<file path="config.mk">
export PLATFORM = sky130hd
export DESIGN_NAME = flatwalk_top
export DESIGN_NICKNAME = d
export VERILOG_FILES = /design/src/rtl/pw_pkg.sv /design/src/rtl/pw_entry_dec.sv /design/src/rtl/pw_addr_sel.sv /design/src/rtl/pw_seq.sv /design/src/rtl/flatwalk_top.sv
export SDC_FILE = /design/constraint.sdc
export NUM_CORES = 1
export LEC_CHECK = 0
export ABC_AREA = 1
export CORE_ASPECT_RATIO = 0.75
export CORE_MARGIN = 2
export CORE_UTILIZATION = 49
export DETAILED_ROUTE_END_ITERATION = 7
export MAX_ROUTING_LAYER = met4
export PLACE_DENSITY = 0.84
export SETUP_SLACK_MARGIN = 0.4
export SLEW_MARGIN = 25
export SYNTH_ARGS = -nofsm -noshare
export SYNTH_HDL_FRONTEND = slang
export SYNTH_SLANG_ARGS = --single-unit
export TNS_END_PERCENT = 50
</file>
<file path="constraint.sdc">
create_clock -name clk -period 2.55 [get_ports clk]
set_clock_uncertainty 0.1 [all_clocks]
set_input_delay 0.255 -clock clk [delete_from_list [all_inputs] [get_ports clk]]
set_output_delay 0.255 -clock clk [all_outputs]
set_load 0.05 [all_outputs]
</file>
<file path="src/rtl/pw_pkg.sv">
package pw_pkg;

  localparam int GVA_W  = 48;
  localparam int GPA_W  = 32;
  localparam int SPA_W  = 48;
  localparam int PG_SH  = 12;
  localparam int IDX_W  = 9;
  localparam int LVLS   = 4;
  localparam int ENT_W  = 64;
  localparam int ENT_SH = 3;

  localparam int GPPN_W = GPA_W - PG_SH;
  localparam int SFN_W  = SPA_W - PG_SH;
  localparam int STEPS  = 2 * LVLS + 1;
  localparam int STEP_W = $clog2(STEPS + 1);
  localparam int LVL_W  = (LVLS > 1) ? $clog2(LVLS) : 1;
  localparam int CNT_W  = $clog2(STEPS + 2);

  typedef enum logic [1:0] {
    WS_IDLE,
    WS_ISSUE,
    WS_WAIT,
    WS_DONE
  } walk_st_e;

  typedef enum logic {
    FLT_GUEST  = 1'b0,
    FLT_NESTED = 1'b1
  } flt_stage_e;

  function automatic logic [IDX_W-1:0] level_index(input logic [GVA_W-1:0] gva,
                                                   input int lvl);
    int sh;
    sh = PG_SH + IDX_W * (LVLS - 1 - lvl);
    return IDX_W'(gva >> sh);
  endfunction

  function automatic logic [SPA_W-1:0] nested_addr(input logic [SPA_W-1:0]  nbase,
                                                   input logic [GPPN_W-1:0] gppn);
    return nbase + (SPA_W'(gppn) << ENT_SH);
  endfunction

  function automatic logic [SPA_W-1:0] guest_addr(input logic [SFN_W-1:0] sfn,
                                                  input logic [IDX_W-1:0] idx);
    return {sfn, {PG_SH{1'b0}}} + (SPA_W'(idx) << ENT_SH);
  endfunction

  function automatic logic [SPA_W-1:0] compose_spa(input logic [SFN_W-1:0] sfn,
                                                   input logic [GVA_W-1:0] gva);
    return {sfn, gva[PG_SH-1:0]};
  endfunction

endpackage

</file>
<file path="src/rtl/pw_entry_dec.sv">
module pw_entry_dec
  import pw_pkg::*;
(
  input  logic [ENT_W-1:0]  entry_i,
  output logic              present_o,
  output logic [GPPN_W-1:0] gfn_o,
  output logic [SFN_W-1:0]  sfn_o
);

  always_comb begin
    present_o = entry_i[0];
    gfn_o     = entry_i[GPA_W-1:PG_SH];
    sfn_o     = entry_i[SPA_W-1:PG_SH];
  end

endmodule

</file>
<file path="src/rtl/pw_addr_sel.sv">
module pw_addr_sel
  import pw_pkg::*;
(
  input  logic              nested_step_i,
  input  logic [STEP_W-1:0] step_i,
  input  logic [SPA_W-1:0]  nbase_i,
  input  logic [GPPN_W-1:0] gfn_i,
  input  logic [SFN_W-1:0]  sfn_i,
  input  logic [GVA_W-1:0]  gva_i,
  output logic [SPA_W-1:0]  addr_o
);

  logic [SPA_W-1:0] guest_cand [LVLS];
  logic [LVL_W-1:0] lvl;
  logic [SPA_W-1:0] nest_cand;

  for (genvar g = 0; g < LVLS; g++) begin : g_lvl
    assign guest_cand[g] = guest_addr(sfn_i, level_index(gva_i, g));
  end

  always_comb begin
    lvl       = LVL_W'(step_i >> 1);
    nest_cand = nested_addr(nbase_i, gfn_i);
    addr_o    = nested_step_i ? nest_cand : guest_cand[lvl];
  end

endmodule

</file>
<file path="src/rtl/pw_seq.sv">
module pw_seq
  import pw_pkg::*;
(
  input  logic              clk,
  input  logic              rst_n,
  input  logic              start_i,
  input  logic              rsp_valid_i,
  input  logic              entry_ok_i,
  output walk_st_e          state_o,
  output logic [STEP_W-1:0] step_o,
  output logic              issue_o,
  output logic              nested_step_o,
  output logic              advance_o,
  output logic              finish_o,
  output logic              fault_o
);

  walk_st_e          state_q;
  logic [STEP_W-1:0] step_q;
  logic              last_step;
  logic              take;

  always_comb begin
    nested_step_o = ~step_q[0];
    last_step     = (step_q == STEP_W'(STEPS - 1));
    take          = (state_q == WS_WAIT) && rsp_valid_i;
    fault_o       = take && !entry_ok_i;
    finish_o      = take && entry_ok_i && last_step;
    advance_o     = take && entry_ok_i && !last_step;
    issue_o       = (state_q == WS_ISSUE);
    state_o       = state_q;
    step_o        = step_q;
  end

  always_ff @(posedge clk) begin
    if (!rst_n) begin
      state_q <= WS_IDLE;
      step_q  <= '0;
    end else begin
      case (state_q)
        WS_IDLE: if (start_i) begin
          state_q <= WS_ISSUE;
          step_q  <= '0;
        end
        WS_ISSUE: state_q <= WS_WAIT;
        WS_WAIT: begin
          if (fault_o || finish_o) begin
            state_q <= WS_DONE;
          end else if (advance_o) begin
            state_q <= WS_ISSUE;
            step_q  <= step_q + 1'b1;
          end
        end
        default: state_q <= WS_IDLE;
      endcase
    end
  end

  // a request is a single-cycle pulse
  p_issue_pulse_r2: assert property (@(posedge clk) disable iff (!rst_n)
    issue_o |=> !issue_o);

  // each accepted entry flips between nested and guest phases
  p_alternate_r5: assert property (@(posedge clk) disable iff (!rst_n)
    advance_o |=> (issue_o && (nested_step_o != $past(nested_step_o))));

  // completion lasts one cycle
  p_done_once_r10: assert property (@(posedge clk) disable iff (!rst_n)
    (state_q == WS_DONE) |=> (state_q == WS_IDLE));

  // step never passes the ninth read
  p_step_bound_r2: assert property (@(posedge clk) disable iff (!rst_n)
    (state_q != WS_IDLE) |-> (step_q < STEP_W'(STEPS)));

endmodule

</file>
<file path="src/rtl/flatwalk_top.sv">
module flatwalk_top
  import pw_pkg::*;
(
  input  logic              clk,
  input  logic              rst_n,
  input  logic              req_valid,
  input  logic [GVA_W-1:0]  req_gva,
  input  logic [GPA_W-1:0]  guest_root,
  input  logic [SPA_W-1:0]  nest_base,
  output logic              req_ready,
  output logic              mem_rd_valid,
  output logic [SPA_W-1:0]  mem_rd_addr,
  input  logic              mem_rsp_valid,
  input  logic [ENT_W-1:0]  mem_rsp_data,
  output logic              done_valid,
  output logic [SPA_W-1:0]  done_spa,
  output logic              done_fault,
  output logic              done_stage
);

  walk_st_e          state;
  logic [STEP_W-1:0] step;
  logic              issue_evt;
  logic              nested_step;
  logic              advance_evt;
  logic              finish_evt;
  logic              fault_evt;
  logic              start_evt;

  logic              ent_present;
  logic [GPPN_W-1:0] ent_gfn;
  logic [SFN_W-1:0]  ent_sfn;

  logic [GVA_W-1:0]  gva_q;
  logic [SPA_W-1:0]  nbase_q;
  logic [GPPN_W-1:0] gfn_q;
  logic [SFN_W-1:0]  sfn_q;
  logic [SPA_W-1:0]  spa_q;
  logic              fault_q;
  flt_stage_e        stage_q;
  logic [CNT_W-1:0]  walk_reads;

  assign req_ready = (state == WS_IDLE);
  assign start_evt = req_ready && req_valid;

  pw_seq u_seq (
    .clk           (clk),
    .rst_n         (rst_n),
    .start_i       (start_evt),
    .rsp_valid_i   (mem_rsp_valid),
    .entry_ok_i    (ent_present),
    .state_o       (state),
    .step_o        (step),
    .issue_o       (issue_evt),
    .nested_step_o (nested_step),
    .advance_o     (advance_evt),
    .finish_o      (finish_evt),
    .fault_o       (fault_evt)
  );

  pw_entry_dec u_dec (
    .entry_i   (mem_rsp_data),
    .present_o (ent_present),
    .gfn_o     (ent_gfn),
    .sfn_o     (ent_sfn)
  );

  pw_addr_sel u_addr (
    .nested_step_i (nested_step),
    .step_i        (step),
    .nbase_i       (nbase_q),
    .gfn_i         (gfn_q),
    .sfn_i         (sfn_q),
    .gva_i         (gva_q),
    .addr_o        (mem_rd_addr)
  );

  always_ff @(posedge clk) begin
    if (!rst_n) begin
      gva_q   <= '0;
      nbase_q <= '0;
      gfn_q   <= '0;
      sfn_q   <= '0;
      spa_q   <= '0;
      fault_q <= 1'b0;
      stage_q <= FLT_GUEST;
    end else begin
      if (start_evt) begin
        gva_q   <= req_gva;
        nbase_q <= nest_base;
        gfn_q   <= guest_root[GPA_W-1:PG_SH];
      end
      if (advance_evt) begin
        if (nested_step) sfn_q <= ent_sfn;
        else             gfn_q <= ent_gfn;
      end
      if (finish_evt) begin
        spa_q   <= compose_spa(ent_sfn, gva_q);
        fault_q <= 1'b0;
      end
      if (fault_evt) begin
        fault_q <= 1'b1;
        stage_q <= nested_step ? FLT_NESTED : FLT_GUEST;
      end
    end
  end

  always_ff @(posedge clk) begin
    if (!rst_n)         walk_reads <= '0;
    else if (start_evt) walk_reads <= '0;
    else if (issue_evt) walk_reads <= walk_reads + 1'b1;
  end

  assign mem_rd_valid = issue_evt;
  assign done_valid   = (state == WS_DONE);
  assign done_spa     = spa_q;
  assign done_fault   = fault_q;
  assign done_stage   = stage_q;

  // a successful walk used exactly nine reads
  p_nine_reads_r2: assert property (@(posedge clk) disable iff (!rst_n)
    (done_valid && !done_fault) |-> (walk_reads == CNT_W'(STEPS)));

  // guest reads are the even-numbered ones
  p_guest_fault_r7: assert property (@(posedge clk) disable iff (!rst_n)
    (done_valid && done_fault && (done_stage == FLT_GUEST)) |-> !walk_reads[0]);

  // nested reads are the odd-numbered ones
  p_nested_fault_r8: assert property (@(posedge clk) disable iff (!rst_n)
    (done_valid && done_fault && (done_stage == FLT_NESTED)) |-> walk_reads[0]);

  // the page offset passes straight through
  p_offset_r6: assert property (@(posedge clk) disable iff (!rst_n)
    (done_valid && !done_fault) |-> (done_spa[PG_SH-1:0] == gva_q[PG_SH-1:0]));

  // the captured address holds while busy
  p_gva_hold_r9: assert property (@(posedge clk) disable iff (!rst_n)
    (!req_ready && $past(!req_ready)) |-> $stable(gva_q));

  // ready comes back right after completion
  p_ready_back_r10: assert property (@(posedge clk) disable iff (!rst_n)
    done_valid |=> (req_ready && !done_valid));

endmodule

</file>
**Word-level counts from Yosys, hierarchy flattened**

Index checks and enable logic that the tools add are counted.

- Bits in read-only memories: 0
- Register bits after elaboration: 208
- Memories kept: 0
- Input port bits: 196
- Bits in writable memories: 0
- Bits in latches: 0
- Word-level logic and storage cells: 59

- Bitwise logic cells: 2
- Shift operators: 0
- Add/subtract/negate cells: 6
- Equal/unequal tests: 8
- Multipliers: 0
- Divide/modulo/power cells: 0
- Reductions and logical operators: 15
- Multiplexer cells: 18
- Magnitude comparators: 1

Operators with widths:

| operator | number |
|---|---|
| 48-bit by 12-bit adder with 48-bit output | 4 |
| 48-bit 2-to-1 mux | 3 |
| 48-bit binary-select mux with 2-bit select | 1 |
| 20-bit 2-to-1 mux | 3 |
| 48-bit by 23-bit adder with 48-bit output | 1 |
| 4-bit 2-to-1 mux | 3 |
| 4-bit case mux with 2 select lines | 1 |
| 1-bit logical AND | 6 |
| 2-bit 2-to-1 mux | 3 |
| 2-bit case mux with 3 select lines | 1 |
| 4-bit by 1-bit adder with 4-bit output (second input constant) | 1 |
| 2-bit equality test (second input constant) | 2 |
| 4-bit equality test (second input constant) | 1 |
| 2-bit inequality test (second input constant) | 2 |
| 2-bit AND reduction | 2 |
| 4-bit AND reduction | 1 |
| 2-bit nonzero test | 2 |
| 3-bit >= comparator (second input constant) | 1 |
| 1-bit 2-to-1 mux | 3 |
| 3-bit inequality test (second input constant) | 1 |
| 2-bit inverter with 3-bit output | 1 |
| 2-bit by 1-bit equality test with 1-bit output (second input constant) | 1 |
| 1-bit zero test | 2 |
| 2-bit zero test | 1 |
| other kinds (3) | 3 |

**Longest topological paths before layout**

Gate-level depths: netlist (run 1).

- Word-level depth: 7
- Mapped depth: 15
- Mapped depth without buffers: 15

**Modules after synthesis**

Synthesis (run 1) repeated with hierarchy kept, for this count alone.

- Cell total of the unflattened synthesis: 1801
- Area total of the unflattened synthesis: 11447.2 um2

Modules (own cells, without submodules):

| module | cells an instance | area each (um2) | instances |
|---|---|---|---|
| flatwalk_top | 969 | 7303.3 | 1 |
| pw_addr_sel | 714 | 3308.2 | 1 |
| pw_entry_dec | 57 | 427.9 | 1 |
| pw_seq | 61 | 407.9 | 1 |

**Least setup slack after synthesis (run 1)**

OpenSTA, ideal clock, no wires.

- Kind: flip-flop to output port
- From: register nbase_q[3]
- To: output port mem_rd_addr[19]
- Arrival: 2.572 ns
- Path slack: -0.377 ns
- Data required time: 2.195 ns
- Cell stages (with the launch flop): 11
- Path through: dfxtp_1 -> ha_1 -> fa_1 -> nand3_2 -> nand2_2 -> nand2_1 -> nand2_2 -> nand3_1 -> nand3_1 -> xnor2_1 -> o21ai_0

- Cells in the longest elaborated chain, start to end: 2

RTL lines:

| what | RTL line | source |
|---|---|---|
| start: declaration | flatwalk_top.sv:35 | `logic [SPA_W-1:0] nbase_q;` |
| start signal: assignment | flatwalk_top.sv:90 | `nbase_q <= nest_base;` |
| 48-bit by 23-bit adder with 48-bit output | pw_pkg.sv:40 | `return nbase + (SPA_W'(gppn) << ENT_SH);` |
| 48-bit 2-to-1 mux | pw_addr_sel.sv:24 | `addr_o = nested_step_i ? nest_cand : guest_cand[lvl];` |
| end: declaration | flatwalk_top.sv:12 | `output logic [SPA_W-1:0] mem_rd_addr,` |

No other way between the ends.

**Worst setup path in the final report (run 1)**

- From: register gfn_q[3]
- To: output port mem_rd_addr[31]

- Cells in the longest elaborated chain, start to end: 2

RTL lines:

| what | RTL line | source |
|---|---|---|
| start: declaration | flatwalk_top.sv:36 | `logic [GPPN_W-1:0] gfn_q;` |
| start signal: assignment | flatwalk_top.sv:91 | `gfn_q <= guest_root[GPA_W-1:PG_SH];` |
| start signal: assignment | flatwalk_top.sv:95 | `else gfn_q <= ent_gfn;` |
| 48-bit by 23-bit adder with 48-bit output | pw_pkg.sv:40 |  |
| 48-bit 2-to-1 mux | pw_addr_sel.sv:24 |  |

No other way between the ends.

==> impl_metrics.json, run 1 <==
{
  "status": "finished with violations",
  "violations": "negative setup slack",
  "initial_core_util": 0.503,
  "crit_slowest_cell": "dfxtp_4",
  "timing.final.hold_violations": 0,
  "gr-usage-all-layers": 0.341,
  "clockBufferDepth": 3,
  "stdcell_area_sq_um": 16500,
  "critical-path-top-delay-family": "simple AND/OR/NAND/NOR gates",
  "yosysWarnings": 0,
  "placed_cells": 2097,
  "dr.pass1.iters": 5,
  "worst_slew_pin_slew_ns": 0.652,
  "required_ns": 2.19,
  "fp.dieArea_sq_um": 23100,
  "async_flop_share": 0,
  "synthMuxAreaShare": 0,
  "gr-total-overflow": 0,
  "fill_cells": 1381,
  "place_area_sq_um": 13700,
  "grt_pass1_vias": 11500,
  "yosysTopAreaCell": "dfxtp_1",
  "post_drt_wl_per_cell_um": 19.9,
  "initialDrtViolationCount": 1487,
  "synth-compound-area-share": 0.156,
  "final_max_slew_viol_count": 0,
  "cap_violations": 0,
  "core_sq_um": 21300,
  "critical_path_class": "register to primary output",
  "io_pins": 297,
  "cp_max_fo": 5,
  "cp-start-kind": "register",
  "yosysUniqueCellTypes": 47,
  "synth_fp_nets": 1821,
  "seq_area_frac_synth": 0.389,
  "synth_top_area_frac": 0.389,
  "synthSimpleGateAreaFrac": 0.340,
  "slew_headroom": 0.565,
  "numPortBuffers": 257,
  "clkSlewWorstSetupHoldPaths_ns": 0.06,
  "ys_seq_elements": 208,
  "min_path_type": "input pin to register",
  "fmax_mhz": 334,
  "htree_num_levels": 1,
  "leakage_nw": 7.22,
  "worstSkewPairLatency_ns": 0.53,
  "multi_input_area_sq_um": 7300,
  "synth_top_family_by_area": "simple AND/OR/NAND/NOR gates",
  "clkSinkCount": 208,
  "syn-cell-area_sq_um": 10700,
  "ys.flop_type": "dfxtp_1",
  "antenna_found_initial": 1,
  "synth_edf_count": 0,
  "rsz0062_at_grt": "true",
  "ys_top_cells_by_area": "dfxtp_1 (39%), nor2_1 (13%), nand2_1 (12%)",
  "rows": 46,
  "routed-via-count": 12500,
  "crit_top_cell": "nand2_4",
  "cp_slowest_stage_delay_ns": 0.37,
  "die_h_um": 132,
  "setup_ws_ns": -0.447,
  "setup_viol": 42,
  "grt_max_degree": 101,
  "crit_chain": "ha_4, buf_4, nand3_4, nand2_4, nand2_4, nand2_4, nand2_4, nand2_4, nand2_4, nand2_4, nand2_1, nand2_1, nand3_1, nand2_2, buf_8",
  "numCtsBuffers": 23,
  "final_util": 0.776,
  "synth-adder-area-share": 0.0276,
  "cts_root_buf": "clkbuf_16",
  "ir_worst_vdd_mv": 0.530,
  "drive_gt1_frac": 0.279,
  "worstPathArrival_ns": 2.64,
  "grt_pass1_wl_um": 61500,
  "final_antenna_net_count": 0,
  "drc": 0,
  "crit_buf_inv": 2,
  "final_net_count": 2093,
  "synthCells": 1602,
  "avgViaCountPerCell": 5.75,
  "power_density_nw_per_um2": 583,
  "cp-end-kind": "primary output",
  "synth_xor_area_frac": 0.0147,
  "finalNonFillerCells": 2179,
  "regArea_sq_um": 4250,
  "min_period_over_period": 1.18,
  "min_period_ns": 3.00,
  "gp_congestion": 0.961,
  "cts_tree": "yes",
  "dpl.hpwl_um": 27300,
  "synth_area_per_cell_sq_um": 6.68,
  "syn_to_final_growth_pct": 54.4,
  "pre_cts_slack_ns": 0.000540,
  "routed_wl_um": 43300,
  "die_w_um": 175
}
## registers in the layout, summed over array words and instances (netlist names)
register / count
done_stage: 1
gva_q: 48
u_seq.step_o: 4
gfn_q: 20
sfn_q: 36
done_fault: 1
nbase_q: 48
done_spa: 48
u_seq.state_o: 2
## cells in the final DEF, fill, tap and decap left out, types with 13 or more instances in the layout
cell type and n:
dfxtp_2 27, buf_4 57, nor2_4 27, nor2_1 335, clkdlybuf4s50_1 205, o21ai_1 35
nand3_1 34, a21oi_1 37, buf_6 28, dfxtp_4 13, buf_12 21, nand2_4 44
dfxtp_1 168, buf_8 14, clkbuf_16 23, nand2_2 81, ha_4 19, nor2_2 40
o21ai_0 165, nand2_1 235, inv_2 19, inv_1 76, nand3_2 21
## layout make-up
cell class / instances / area share
well taps: 288 / 0.0218
clock buffers: 34 / 0.0403
repair buffers: 329 / 0.210
diodes: 2 / 0.000303
inverters: 102 / 0.0244
clock inverters: 6 / 0.00477
flip-flops and latches: 208 / 0.257
multi-input cells: 1210 / 0.441
## kinds of logic after synthesis
group	Yosys count
adder cells (fa/ha/maj)	23
buffers and inverters	184
AND/OR/NAND/NOR	864
AO/OA/AOI/OAI	305
XOR/XNOR	18
flip-flops	208
## layer usage
metal / GRT usage / part of all wire / vias up
li1: - / - / 5713
met3: 0.0617 / 0.10 / 206
met5: - / 0 / -
met4: 0.102 / 0.050 / 0
met2: 0.505 / 0.44 / 774
met1: 0.474 / 0.41 / 5846
## stage by stage
| stage | hold slack (ns) | TNS [ns] | power (mW) |
|---|---|---|---|
| after floorplan | 0.283 | 0 | 4.84 |
| after global placement | 0.339 | 0 | 5.74 |
| after detailed placement | 0.343 | 0 | 5.78 |
| after CTS | 0.178 | -9.45 | 9.39 |
| after global routing | 0.210 | -15.12 | 9.92 |
| final | 0.191 | -12.46 | 9.64 |
## cells in the mapped netlist (6+ instances only)
library cell and n:
nor3_1 18, nor2_2 36, dfxtp_1 208, xor2_1 7
a311oi_1 11, o21ai_1 34, o21ai_0 180, buf_6 8
inv_1 94, nand2_2 15, nand3_1 56, ha_1 22
inv_2 6, nor2_1 362, buf_2 13, nand2_1 346
a21oi_1 53, clkbuf_1 53, a31oi_1 9, xnor2_1 11
nand3_2 6
## worst reg2reg max path, cell delays in order (launching register included)
cell and delay (ns):
dfxtp_1 0.45, inv_2 0.21, nand3_2 0.17, inv_2 0.06, nor2_4 0.13, inv_4 0.07, nor2_8 0.09, buf_4 0.39
o21ai_1 0.15, nor2_1 0.11
## final timing paths
path / from / end / slack [ns] / cells after the start
worst max-delay path: gfn_q[3] / mem_rd_addr[31] / -0.45 / 15
worst min-delay path: guest_root[15] / gfn_q[3] / 0.19 / 3
worst max register to register: u_seq.step_o[2] / sfn_q[33] / 0.55 / 9
worst min register to register: nbase_q[2] / nbase_q[2] / 0.37 / 2
## report_power, final
part	switching [mW]	total, mW	internal, mW
clock	1.40	3.33	1.92
sequential	0.185	3.64	3.45
combinational	1.56	2.67	1.12
total	3.15	9.64	6.50
## repair_timing
item / in CTS / in global routing
gates resized for setup: 270 / 173
gates cloned: 0 / 0
hold buffers: 1 / 0
endpoints found under the setup margin: 51 / 68
setup buffers: 23 / 16
endpoints found under the hold margin: 4 / 0
pin swaps: 62 / 94
No activity file was read; power rests on OpenSTA's default activity.
==> run 2: changes to the inputs <==
Settings changed: ABC_AREA 1 to unset, CORE_UTILIZATION 49 to 48.
==> run 2 against run 1 <==
  * The flow still finishes with violations (negative setup slack)
  * Core utilization is 4.5 points higher
  * Register-to-register slack worse by 0.23 ns
  * Flip-flop and latch count is the same
  * Critical endpoint is now mem_rd_addr[30]
  * Via count down 12%
  * Largest cell class unchanged
  * Critical path type unchanged
  * Maximum frequency shrank 15%
  * Sequential share of layout area decreased by 0.68 points
  * Cell area increased by 1.5%
==> impl_metrics.json, run 2 <==
{
  "worst_slew_pin_slew_ns": 0.714,
  "synth_common_cells": "nand2_1 (467), dfxtp_1 (208), a21boi_0 (181)",
  "final_max_slew_viol_count": 0,
  "seq_area_frac_synth": 0.412,
  "postCtsHoldBufs": 0,
  "final_net_count": 1846,
  "min_path_type": "input pin to register",
  "cp_slowest_stage_delay_ns": 0.35,
  "rsz0062_at_grt": "true",
  "avgViaCountPerCell": 5.77,
  "fmax_mhz": 284,
  "pwr-share-seq": 0.399,
  "core_sq_um": 20400,
  "cts_tree": "yes",
  "p_int_mw": 6.24,
  "initialDrtViolationCount": 1104,
  "syn-cell-area_sq_um": 10100,
  "crit_chain": "ha_4, o211ai_1, o211ai_1, buf_4, a2111oi_4, buf_4, o211ai_1, buf_4, nor2b_1, xnor2_2, o21ai_4, buf_12",
  "ys.flop_type": "dfxtp_1",
  "placed_cells": 1843,
  "gr-total-overflow": 0,
  "crit_slowest_cell": "a2111oi_4",
  "tns_ns": -29.87,
  "synth_area_per_cell_sq_um": 7.91,
  "ys_seq_elements": 208,
  "grt_max_degree": 70,
  "die_w_um": 172,
  "initial_core_util": 0.495,
  "antenna_found_initial": 0,
  "final_antenna_net_count": 0,
  "final_common_cell": "nand2_1",
  "fp.dieArea_sq_um": 22300,
  "ir_worst_vdd_mv": 0.506,
  "switching_share": 0.288,
  "clkSinkCount": 208,
  "worstSkewPairLatency_ns": 0.50,
  "yosysUniqueCellTypes": 53,
  "post_drt_wl_per_cell_um": 21.0,
  "leakage_nw": 6.44,
  "min_period_ns": 3.52,
  "cap_violations": 0,
  "synth_top_area_frac": 0.412,
  "dr.pass1.iters": 6,
  "finalNonFillerCells": 1921,
  "min_period_over_period": 1.38,
  "timing.final.hold_violations": 0,
  "critical_path_class": "register to primary output",
  "synth_fp_nets": 1498,
  "ys_top_cells_by_area": "dfxtp_1 (41%), nand2_1 (17%), a21boi_0 (13%)",
  "setup_viol": 41,
  "power_density_nw_per_um2": 523,
  "cp-end-kind": "primary output",
  "status": "finished with violations",
  "slew_headroom": 0.524,
  "cp_max_fo": 5,
  "io_pins": 297,
  "p_comb_frac": 0.237,
  "htree_num_levels": 1,
  "syn_to_final_growth_pct": 65.9,
  "numPortBuffers": 257,
  "setup_ws_ns": -0.968,
  "clkSlewWorstSetupHoldPaths_ns": 0.06,
  "die_h_um": 130,
  "required_ns": 2.19,
  "layout_common_cells": "nand2_1 (432), clkdlybuf4s50_1 (205), dfxtp_1 (184)",
  "violations": "negative setup slack",
  "cp-start-kind": "register",
  "clockBufferDepth": 3,
  "rows": 45,
  "worstPathArrival_ns": 3.16,
  "drc": 0,
  "p_clk_frac": 0.363,
  "routed-via-count": 11100,
  "synth.most_common_cell": "nand2_1",
  "power.switching_mw": 2.53,
  "n_antenna_cell": 0,
  "synth_edf_count": 0,
  "grt_pass1_wl_um": 56000,
  "grt_pass1_vias": 10500,
  "dpl.hpwl_um": 25100,
  "yosysTopAreaCell": "dfxtp_1",
  "numCtsBuffers": 22,
  "gr-usage-all-layers": 0.329,
  "cts_root_buf": "clkbuf_16",
  "drive_gt1_frac": 0.277,
  "yosysWarnings": 0,
  "routed_wl_um": 40200,
  "synthCells": 1279,
  "gp_congestion": 0.940,
  "async_flop_share": 0
}
[run 2: worst paths after layout]
kind / startpoint / end / slack [ns] / cells after the start
setup / recovery: nbase_q[5] / mem_rd_addr[30] / -0.97 / 12
hold / removal: req_gva[21] / gva_q[21] / 0.20 / 3
setup reg to reg: u_seq.step_o[1] / sfn_q[20] / 0.32 / 11
hold reg to reg: sfn_q[7] / sfn_q[7] / 0.35 / 2
[run 2: per-layer routing]
metal | vias to the layer above | share of wire | track usage
met1 | 5421 | 0.41 | 0.432
met5 | - | 0 | -
met3 | 115 | 0.091 | 0.0658
met2 | 560 | 0.47 | 0.525
met4 | 0 | 0.035 | 0.0813
li1 | 4986 | - | -
[run 2: what timing repair did]
item / in CTS / in global routing
pin swaps: 33 / 98
resized for setup: 81 / 158
cloned: 0 / 5
setup endpoints to repair: 56 / 142
buffers inserted: 8 / 29
[run 2: area by class of cell]
| class | count | area, sq um |
|---|---|---|
| fill | 1198 | 3660 |
| tap | 282 | 353 |
| inverter | 9 | 37.5 |
| sequential | 208 | 4200 |
| multi-input combinational | 979 | 7140 |
| clock inverter | 5 | 52.6 |
| timing repair buffer | 407 | 4350 |
| clock buffer | 31 | 646 |
[run 2: cell families after synthesis]
family / after synthesis / share of synthesized area
compound gates: 326 / 0.231
xor+xnor: 41 / 0.0355
buf+inv: 92 / 0.0344
fa+ha+maj: 23 / 0.0292
simple gates: 575 / 0.233
mux: 14 / 0.0255
flops: 208 / 0.412
[run 2: metrics by stage]
step	setup slack [ns]	power (mW)	instance area, sq um	util	hold WS (ns)
final	-0.968	8.77	16800	0.821	0.201
after global routing	-1.03	9.03	16800	0.821	0.217
after CTS	-0.825	8.65	15900	0.780	0.194
after detailed placement	-0.392	5.46	14800	0.724	0.357
after global placement	-0.327	5.42	14800	0.724	0.346
after floorplan	-0.130	4.51	10900	-	0.292
[run 2: power groups by stage]
stage,Sequential (mW),Clock (mW),Combinational [mW]
floorplan,3.54,0,0.974
global placement,3.55,0,1.87
detailed placement,3.56,0,1.90
CTS,3.49,3.20,1.96
global route,3.52,3.33,2.18
finish,3.50,3.19,2.08
[run 2: worst max-delay path: cells and delay by family (launching register included)]
family          cells  cell delay (ns)
buf+inv             4             0.75
compound gates      5             0.98
simple gates        1             0.17
xor+xnor            1             0.15
fa+ha+maj           1             0.24
flops               1             0.34
